--- src/rtl/rtc_flags_pkg.sv ---
package rtc_flags_pkg;
  localparam int AW = 2;
  localparam int DW = 8;
  localparam logic [AW-1:0] ADDR_TRIM = 2'd0;
  localparam logic [AW-1:0] ADDR_CONF = 2'd1;
  localparam logic [AW-1:0] ADDR_STAT = 2'd2;
  localparam int B_STOP = 7;
  localparam int B_DROP = 6;
  localparam int B_DY   = 5;
  localparam int B_WK   = 4;
  localparam int B_PRD  = 3;
  localparam int B_THR  = 1;
endpackage

--- src/rtl/rtcf_osc_watch.sv ---
module rtcf_osc_watch #(
  parameter int HALT_CYCLES = 16
) (
  input  logic clk,
  input  logic rst_n,
  input  logic osc_i,
  output logic halt_o,
  output logic rise_o
);
  localparam int CW = $clog2(HALT_CYCLES + 1);
  localparam logic [CW-1:0] LIMIT = CW'(HALT_CYCLES);

  logic [2:0] sync_q;
  logic [CW-1:0] gap_q;
  logic edge_w;

  assign edge_w = sync_q[1] ^ sync_q[2];
  assign rise_o = sync_q[1] & ~sync_q[2];
  assign halt_o = (gap_q == LIMIT);

  always_ff @(posedge clk or negedge rst_n) begin
    if (!rst_n) begin
      sync_q <= '0;
      gap_q  <= '0;
    end else begin
      sync_q <= {sync_q[1:0], osc_i};
      if (edge_w)
        gap_q <= '0;
      else if (gap_q != LIMIT)
        gap_q <= gap_q + 1'b1;
    end
  end


  gap_bound_chk: assert property (@(posedge clk) disable iff (!rst_n)
    gap_q <= LIMIT);

  gap_restart_chk: assert property (@(posedge clk) disable iff (!rst_n)
    edge_w |=> (gap_q == '0));
endmodule

--- src/rtl/rtcf_supply_mon.sv ---
module rtcf_supply_mon #(
  parameter int INIT_TICKS = 32768
) (
  input  logic clk,
  input  logic rst_n,
  input  logic vlow_i,
  input  logic osc_rise_i,
  output logic low_o,
  output logic ready_o
);
  localparam int IW = $clog2(INIT_TICKS + 1);
  localparam logic [IW-1:0] IEND = IW'(INIT_TICKS);

  logic [1:0] sync_q;
  logic [IW-1:0] tick_q;

  assign low_o   = sync_q[1];
  assign ready_o = (tick_q == IEND);

  always_ff @(posedge clk or negedge rst_n) begin
    if (!rst_n) begin
      sync_q <= '0;
      tick_q <= '0;
    end else begin
      sync_q <= {sync_q[0], vlow_i};
      if (osc_rise_i && tick_q != IEND)
        tick_q <= tick_q + 1'b1;
    end
  end


  init_bound_chk: assert property (@(posedge clk) disable iff (!rst_n)
    tick_q <= IEND);

  ready_sticky_chk: assert property (@(posedge clk) disable iff (!rst_n)
    ready_o |=> ready_o);
endmodule

--- src/rtl/rtcf_reg_bank.sv ---
module rtcf_reg_bank
  import rtc_flags_pkg::*;
(
  input  logic          clk,
  input  logic          rst_n,
  input  logic          halt_i,
  input  logic          low_i,
  input  logic          ready_i,
  input  logic          evt_prd_i,
  input  logic          evt_wk_i,
  input  logic          evt_dy_i,
  input  logic          wr_en_i,
  input  logic [AW-1:0] wr_addr_i,
  input  logic [DW-1:0] wr_data_i,
  input  logic [AW-1:0] rd_addr_i,
  output logic [DW-1:0] rd_data_o,
  output logic          stop_o,
  output logic          drop_o,
  output logic          thr_o
);
  logic [6:0] trim_q;
  logic [7:0] conf_q;
  logic [2:0] cfg_lo_q;
  logic stop_q, drop_q;
  logic [2:0] evt_q;
  logic [2:0] evt_set;
  logic wr_trim, wr_conf, wr_stat;

  assign wr_trim = wr_en_i && wr_addr_i == ADDR_TRIM;
  assign wr_conf = wr_en_i && wr_addr_i == ADDR_CONF;
  assign wr_stat = wr_en_i && wr_addr_i == ADDR_STAT;
  assign evt_set = {evt_dy_i, evt_wk_i, evt_prd_i};

  always_ff @(posedge clk or negedge rst_n) begin
    if (!rst_n) begin
      trim_q   <= '0;
      conf_q   <= '0;
      cfg_lo_q <= '0;
      stop_q   <= 1'b1;
      drop_q   <= 1'b0;
      evt_q    <= '0;
    end else if (halt_i) begin
      trim_q   <= '0;
      conf_q   <= '0;
      cfg_lo_q <= '0;
      stop_q   <= 1'b1;
      drop_q   <= 1'b0;
      evt_q    <= '0;
    end else begin
      if (wr_trim) trim_q <= wr_data_i[6:0];
      if (wr_conf) conf_q <= wr_data_i;
      if (wr_stat) cfg_lo_q <= wr_data_i[2:0];
      if (wr_stat && !wr_data_i[B_STOP]) stop_q <= 1'b0;
      if (low_i && ready_i)
        drop_q <= 1'b1;
      else if (wr_stat && !wr_data_i[B_DROP])
        drop_q <= 1'b0;
      for (int i = 0; i < 3; i++) begin
        if (evt_set[i])
          evt_q[i] <= 1'b1;
        else if (wr_stat && !wr_data_i[B_PRD+i])
          evt_q[i] <= 1'b0;
      end
    end
  end

  always_comb begin
    unique case (rd_addr_i)
      ADDR_TRIM: rd_data_o = {1'b0, trim_q};
      ADDR_CONF: rd_data_o = conf_q;
      ADDR_STAT: rd_data_o = {stop_q, drop_q, evt_q, cfg_lo_q};
      default:   rd_data_o = '0;
    endcase
  end

  assign stop_o = stop_q;
  assign drop_o = drop_q;
  assign thr_o  = cfg_lo_q[B_THR];


  halt_sets_stop_chk: assert property (@(posedge clk) disable iff (!rst_n)
    halt_i |=> stop_q);

  halt_drops_supply_chk: assert property (@(posedge clk) disable iff (!rst_n)
    halt_i |=> !drop_q);

  halt_clears_group_chk: assert property (@(posedge clk) disable iff (!rst_n)
    halt_i |=> (trim_q == '0 && conf_q == '0 && cfg_lo_q == '0 && evt_q == '0));

  stop_sticky_chk: assert property (@(posedge clk) disable iff (!rst_n)
    (stop_q && !(wr_stat && !wr_data_i[B_STOP])) |=> stop_q);

  init_blocks_drop_chk: assert property (@(posedge clk) disable iff (!rst_n)
    (!ready_i && !drop_q) |=> !drop_q);

  drop_set_wins_chk: assert property (@(posedge clk) disable iff (!rst_n)
    (low_i && ready_i && !halt_i) |=> drop_q);
endmodule

--- src/rtl/rtc_health_flags.sv ---
module rtc_health_flags
  import rtc_flags_pkg::*;
#(
  parameter int HALT_CYCLES = 16,
  parameter int INIT_TICKS  = 32768
) (
  input  logic          clk,
  input  logic          rst_n,
  input  logic          osc_i,
  input  logic          vlow_i,
  input  logic          evt_prd_i,
  input  logic          evt_wk_i,
  input  logic          evt_dy_i,
  input  logic          wr_en_i,
  input  logic [AW-1:0] wr_addr_i,
  input  logic [DW-1:0] wr_data_i,
  input  logic [AW-1:0] rd_addr_i,
  output logic [DW-1:0] rd_data_o,
  output logic          thr_sel_o,
  output logic          osc_stop_o,
  output logic          supply_drop_o
);
  logic halt_w, rise_w, low_w, ready_w;

  rtcf_osc_watch #(.HALT_CYCLES(HALT_CYCLES)) u_watch (
    .clk(clk), .rst_n(rst_n), .osc_i(osc_i),
    .halt_o(halt_w), .rise_o(rise_w));

  rtcf_supply_mon #(.INIT_TICKS(INIT_TICKS)) u_supply (
    .clk(clk), .rst_n(rst_n), .vlow_i(vlow_i), .osc_rise_i(rise_w),
    .low_o(low_w), .ready_o(ready_w));

  rtcf_reg_bank u_regs (
    .clk(clk), .rst_n(rst_n), .halt_i(halt_w), .low_i(low_w), .ready_i(ready_w),
    .evt_prd_i(evt_prd_i), .evt_wk_i(evt_wk_i), .evt_dy_i(evt_dy_i),
    .wr_en_i(wr_en_i), .wr_addr_i(wr_addr_i), .wr_data_i(wr_data_i),
    .rd_addr_i(rd_addr_i), .rd_data_o(rd_data_o),
    .stop_o(osc_stop_o), .drop_o(supply_drop_o), .thr_o(thr_sel_o));
endmodule

--- config.mk ---
export PLATFORM = sky130hd
export DESIGN_NAME = rtc_health_flags
export DESIGN_NICKNAME = d
export VERILOG_FILES = /design/src/rtl/rtc_flags_pkg.sv /design/src/rtl/rtcf_osc_watch.sv /design/src/rtl/rtcf_supply_mon.sv /design/src/rtl/rtcf_reg_bank.sv /design/src/rtl/rtc_health_flags.sv
export SDC_FILE = /design/constraint.sdc
export NUM_CORES = 1
export LEC_CHECK = 0
export BUFFER_PORTS_ARGS = -buffer_cell sky130_fd_sc_hd__buf_4
export CORE_AREA = 2 2 68 70
export CTS_CLUSTER_DIAMETER = 50
export DETAILED_ROUTE_END_ITERATION = 16
export DIE_AREA = 0 0 70 72
export HOLD_SLACK_MARGIN = 0.08
export MAX_ROUTING_LAYER = met4
export PLACE_DENSITY = 0.75
export SLEW_MARGIN = 20
export SYNTH_ARGS = -nofsm -noshare
export SYNTH_HDL_FRONTEND = slang
export SYNTH_SLANG_ARGS = --single-unit
--- constraint.sdc ---
create_clock -name clk -period 1.92 [get_ports clk]
set_input_delay 0.096 -clock clk [delete_from_list [all_inputs] [get_ports clk]]
set_output_delay 0.096 -clock clk [all_outputs]
set_load 0.1 [all_outputs]
# ---- Word level (Yosys, flattened, before mapping)
# Cells that the tools add are included.
dict set report classes {
  add_sub_neg 2
  mul 0
  n_div 0
  magnitude_cmp 0
  n_eq_ne 8
  shifts 0
  n_mux 21
  bitwise 3
  n_reduce_logical 26
}
# op count
set ops {}
lappend ops {{8-bit case mux with 3 select lines} 1}
lappend ops {{16-bit by 1-bit adder with 16-bit output (second input constant)} 1}
lappend ops {{16-bit equality test (second input constant)} 1}
lappend ops {{8-bit 2-to-1 mux} 2}
lappend ops {{16-bit != test (second input constant)} 1}
lappend ops {{7-bit 2-to-1 mux} 2}
lappend ops {{3-bit nonzero test} 4}
lappend ops {{1-bit 2-to-1 mux} 11}
lappend ops {{1-bit logical AND} 10}
lappend ops {{5-bit 2-to-1 mux} 2}
lappend ops {{2-bit nonzero test} 5}
lappend ops {{3-bit 2-to-1 mux} 3}
lappend ops {{5-bit by 1-bit adder with 5-bit output (second input constant)} 1}
lappend ops {{5-bit equality test (second input constant)} 1}
lappend ops {{1-bit logical NOT} 5}
lappend ops {{5-bit != test (second input constant)} 1}
lappend ops {{2-bit by 1-bit equality test with 1-bit output (second input constant)} 2}
lappend ops {{2-bit equality test (second input constant)} 2}
lappend ops {{2-bit logical NOT} 2}
lappend ops {{1-bit AND} 1}
lappend ops {{1-bit inverter} 1}
lappend ops {{1-bit XOR} 1}
dict set report word_totals {
  regBits 49
  latch_bits 0
  ram_bits 0
  rom_bits 0
  in_bits 20
  out_inout_bits 11
  mem_count 0
}

# ---- Logic depth before layout (Yosys ltp)
dict set report logic_depth {
  depth_word 6
  ltp_mapped 6
  mapped_depth_nobuf 6
}

# ---- Modules after synthesis
# A second synthesis with hierarchy kept.
dict set report hier_totals {
  cells_unflattened 209
  hier_area_um2 2428.6
}
# mod instances cells_per_inst area_per_inst_um2 seq_area_each_um2
set by_module_without_submodules {}
lappend by_module_without_submodules {rtcf_reg_bank 1 111 1260.0 576.8}
lappend by_module_without_submodules {rtcf_supply_mon 1 66 798.3 450.4}
lappend by_module_without_submodules {rtcf_osc_watch 1 32 370.4 200.2}

# ---- Worst setup path before layout
# No wires, ideal clock.
dict set report synth_path {
  path_type {flip-flop to output port}
  startpoint {register u_regs.cfg_lo_q[1]}
  endpoint {output rd_data_o[1]}
  t_arrival_ns 3.213
  t_required_ns 1.824
  setup_slack_ns -1.389
  path_stages_with_launch 3
  n_path_buf 0
  path_cell_list {dfrtp_1 -> mux2i_1 -> o21ai_0}
}
dict set report synth_via {
  elab_chain_cells 1
}
# element line
set synth_rtl {}
lappend synth_rtl {{start: declaration} rtcf_reg_bank.sv:23} ;# logic [2:0] cfg_lo_q;
lappend synth_rtl {{start signal: assignment} rtcf_reg_bank.sv:52} ;# if (wr_stat) cfg_lo_q <= wr_data_i[2:0];
lappend synth_rtl {{8-bit case mux with 3 select lines} rtcf_reg_bank.sv:68} ;# unique case (rd_addr_i)
lappend synth_rtl {{end: declaration} rtc_health_flags.sv:18} ;# output logic [DW-1:0] rd_data_o,
# No other way between the ends.

# ---- Worst setup path in the final report
dict set report layout_path {
  startpoint {register u_supply.tick_q[0]}
  endpoint {register u_supply.tick_q[1]}
}
dict set report layout_via {
  elab_chain_cells 2
  elab_cells_between_ends 3
  cone_classes {add/sub: 1; eq/ne: 1; reduce/logical: 1}
}
# element line
set layout_rtl {}
lappend layout_rtl {{start: declaration} rtcf_supply_mon.sv:15} ;# logic [IW-1:0] tick_q;
lappend layout_rtl {{start signal: assignment} rtcf_supply_mon.sv:27} ;# tick_q <= tick_q + 1'b1;
lappend layout_rtl {{branches (longest 2 deep; another with 16-bit by 1-bit adder with 16-bit output)} --}
# Several ways; the timed one is not identified.
# A chain may end at the register's enable or synchronous reset.

==> impl_metrics.csv <==
group,metric,value,unit
routing,wirelength,4200,microns
routing,via_per_inst,5.20,
clocking,cts_tree,"done",
finish,fillers,325,
setup_path,crit_required,2.10,ns
hold_path,holdPathStages,5,
timing,setup-violations-final,0,
synthesis,yosysWarnings,0,
clocking,clkSinkCount,49,
synthesis,synth_seq_cells,49,
setup_path,start_kind,"flip-flop",
clocking,h-tree-depth,2,
finish,post-route-cell-area,2830,sq um
clocking,root_buffer,"clkbuf_8",
die,start_util,53.8,%
power_and_ir_drop,vdd_drop_max,0.551,mV
grt,grt_pass1_wl,7320,microns
routing,drc_errors,0,
grt,gr-usage-all-layers,19.2,%
die,die_h,72,microns
finish,fin_nets,277,
grt,grt_max_degree,50,
timing,slew_violations,0,
die,dieArea,5040,sq um
routing,ant_nets,0,
setup_path,worstSetupEndpointType,"flip-flop",
clocking,clockBufferDepth,2,
power_and_ir_drop,power_leakage,1.37,nW
routing,post_drt_wl_per_cell,13.8,microns
timing,max_freq,0.612,GHz
timing,max_slew_margin,59.8,%
flow_run,maxCapViolCount,0,
finish,diodes,0,
clocking,clk_latency,0.29,ns
setup_path,cp_max_fo,5,
hold_path,hold_class,"input port to flip-flop",
placement,place_area,2610,sq um
finish,layout.cells.non_filler,304,
synthesis,synth_seq_area_share,53.5,%
synthesis,netlist_instances,205,
run_status,outcome,"completed",
routing,drtIter0Drc,97,
clocking,cts_buffers,5,
grt,overflow,0,
clocking,cts_resized,0,
timing,rsz0062_at_grt,"no",
timing,min_period,1.63,ns
timing,min_period_over_period,85.1,%
die,chipWidth,70,microns
clocking,clk_pin_slew,0.08,ns
die,ios,31,
timing,hold_viol,0,
die,fp.coreArea,4260,sq um
power_and_ir_drop,total_power,2.58,mW
synthesis,syn_area_per_cell,11.2,sq um
grt,antenna_found_initial,0,
setup_path,reg2regPathDepth,6,
grt,grt_pass1_vias,1543,
finish,drive_above_1_share,20.6,%
timing,tns,0,ns
routing,dr_total_vias,1581,
routing,firstDrtPassIters,4,
synthesis,synthesis.area,2300,sq um
power_and_ir_drop,powerDensity,912,nW/um^2
timing,worst_pin_slew,0.603,ns
timing,whs,0.341,ns
timing,fin_worst_skew,0.00669,ns
timing,setup_ws,0.287,ns
die,row_count,24,
placement,preCtsSetupSlack,0.274,ns
synthesis,synth_cell_type_count,33,
placement,globalplace.congestion,0.751,
placement,dp_hpwl,2740,microns
finish,final_util,66.4,%
placement,io_buffers,30,
finish,area_delta_synth_final,23.3,%
placement,dpl.cell_count,283,
synthesis,syn_nets,230,
setup_path,arrival,1.82,ns
setup_path,timing_worst_setup_path_type,"flip-flop to flip-flop",
==> per-layer routing <==
metal / part of all wire (%) / global-route usage (%)
met1: 48 / 26.5
met2: 46 / 28.7
met3: 4.5 / 4.58
met4: 1.2 / 5.77
met5: 0 / -
==> kinds of logic (layout without fill, tap and decap cells) <==
group                      Yosys count  in the layout  share of synthesized area [%]
AOI/OAI and AO/OA                   17             17                           3.81
buffers and inverters               18             65                           3.27
xor gates and xnor gates            19             19                           7.58
DFF                                 49             49                           53.5
muxes                               27             27                           11.8
and+or+nand+nor                     70             70                           17.3
adders and majority gates            5              5                           2.72
==> critical path, cell delays in order, from the launching register on <==
cell and delay (ns):
dfrtp_1 0.44, inv_1 0.08, ha_1 0.14, nor4b_1 0.21, nand4_1 0.17, nand2_1 0.15
mux2_2 0.34
==> where the power goes <==
| part | total [mW] | internal (mW) | switching (mW) |
|---|---|---|---|
| clock | 0.592 | 0.286 | 0.307 |
| sequential | 1.31 | 1.18 | 0.128 |
| combinational | 0.681 | 0.261 | 0.420 |
| total | 2.58 | 1.73 | 0.855 |
==> cells in the mapped netlist <==
cell / number / share of area, %
nand4_1: 4 / 1.1
nand3_1: 5 / 1.1
nand2_1: 16 / 2.6
nand3b_1: 2 / 0.65
a21oi_1: 3 / 0.65
nor2b_1: 2 / 0.54
clkbuf_2: 2 / 0.44
nor4bb_1: 1 / 0.44
nor4_2: 1 / 0.54
and4_4: 2 / 0.98
mux2_2: 1 / 0.49
nand2b_1: 1 / 0.27
xor2_2: 1 / 0.71
buf_2: 4 / 0.87
nor3b_1: 2 / 0.65
and3_1: 1 / 0.27
o21a_1: 1 / 0.33
ha_1: 5 / 2.7
o21ai_0: 13 / 2.8
dfrtp_1: 48 / 52
and3_4: 2 / 0.98
inv_1: 11 / 1.8
dfstp_2: 1 / 1.1
xor2_1: 4 / 1.5
nor2_1: 23 / 3.8
nor4_1: 2 / 0.54
nand3_4: 1 / 0.76
nor4b_1: 1 / 0.38
nor4_4: 1 / 0.93
xnor2_1: 14 / 5.3
mux2i_1: 26 / 11
clkbuf_1: 1 / 0.16
and2_1: 3 / 0.82
==> placed cells by master (no fill, tap or decap), drive strengths merged <==
| cell | count |
|---|---|
| clkbuf | 7 |
| nand2b | 1 |
| and2 | 3 |
| xnor2 | 14 |
| buf | 33 |
| nor2b | 2 |
| nor3b | 2 |
| xor2 | 5 |
| nand3b | 2 |
| nand3 | 6 |
| o21a | 1 |
| a21oi | 3 |
| and4 | 2 |
| nand2 | 16 |
| dfstp | 1 |
| dlygate4sd3 | 14 |
| ha | 5 |
| nor4bb | 1 |
| inv | 11 |
| nand4 | 4 |
| and3 | 3 |
| nor4b | 1 |
| mux2i | 26 |
| nor2 | 23 |
| mux2 | 1 |
| nor4 | 4 |
| o21ai | 13 |
| dfrtp | 48 |
==> state kept, by name, indices dropped and copies added, names as in the netlist <==
| name | flops |
|---|---|
| u_supply.tick_q | 16 |
| u_regs.conf_q | 8 |
| u_regs.trim_q | 7 |
| u_watch.gap_q | 5 |
| u_regs.cfg_lo_q | 3 |
| u_regs.evt_q | 3 |
| u_watch.sync_q | 3 |
| u_supply.sync_q | 2 |
| u_regs.drop_o | 1 |
| u_regs.stop_o | 1 |
==> worst paths after layout <==
path	start	slack (ns)	to
max reg2reg	u_supply.tick_q[0]$_DFFE_PN0P_	0.29	u_supply.tick_q[1]$_DFFE_PN0P_
min reg2reg	u_supply.sync_q[0]$_DFF_PN0_	0.36	u_supply.sync_q[1]$_DFF_PN0_
min in group asynchronous	rst_n	0.35	u_regs.evt_q[2]$_DFFE_PN0P_
max in group asynchronous	rst_n	1.17	u_regs.trim_q[4]$_DFFE_PN0P_
min	wr_addr_i[1]	0.34	u_regs.trim_q[6]$_DFFE_PN0P_
max	u_supply.tick_q[0]$_DFFE_PN0P_	0.29	u_supply.tick_q[1]$_DFFE_PN0P_
==> area by class of cell <==
type / instances / area, sq um / area share, %
inverter: 11 / 41.3 / 1.46
timing repair buffer: 47 / 388 / 13.7
tap: 52 / 65.1 / 2.30
multi-input combinational: 138 / 1020 / 36.1
sequential: 49 / 1230 / 43.3
clock buffer: 7 / 86.3 / 3.05
==> what timing repair did <==
item / 4_1_cts / 5_1_grt
hold buffers: 14 / 0
hold endpoints to repair: 70 / 0
setup buffers: 0 / 0
Power figures use the tool's default switching activity.
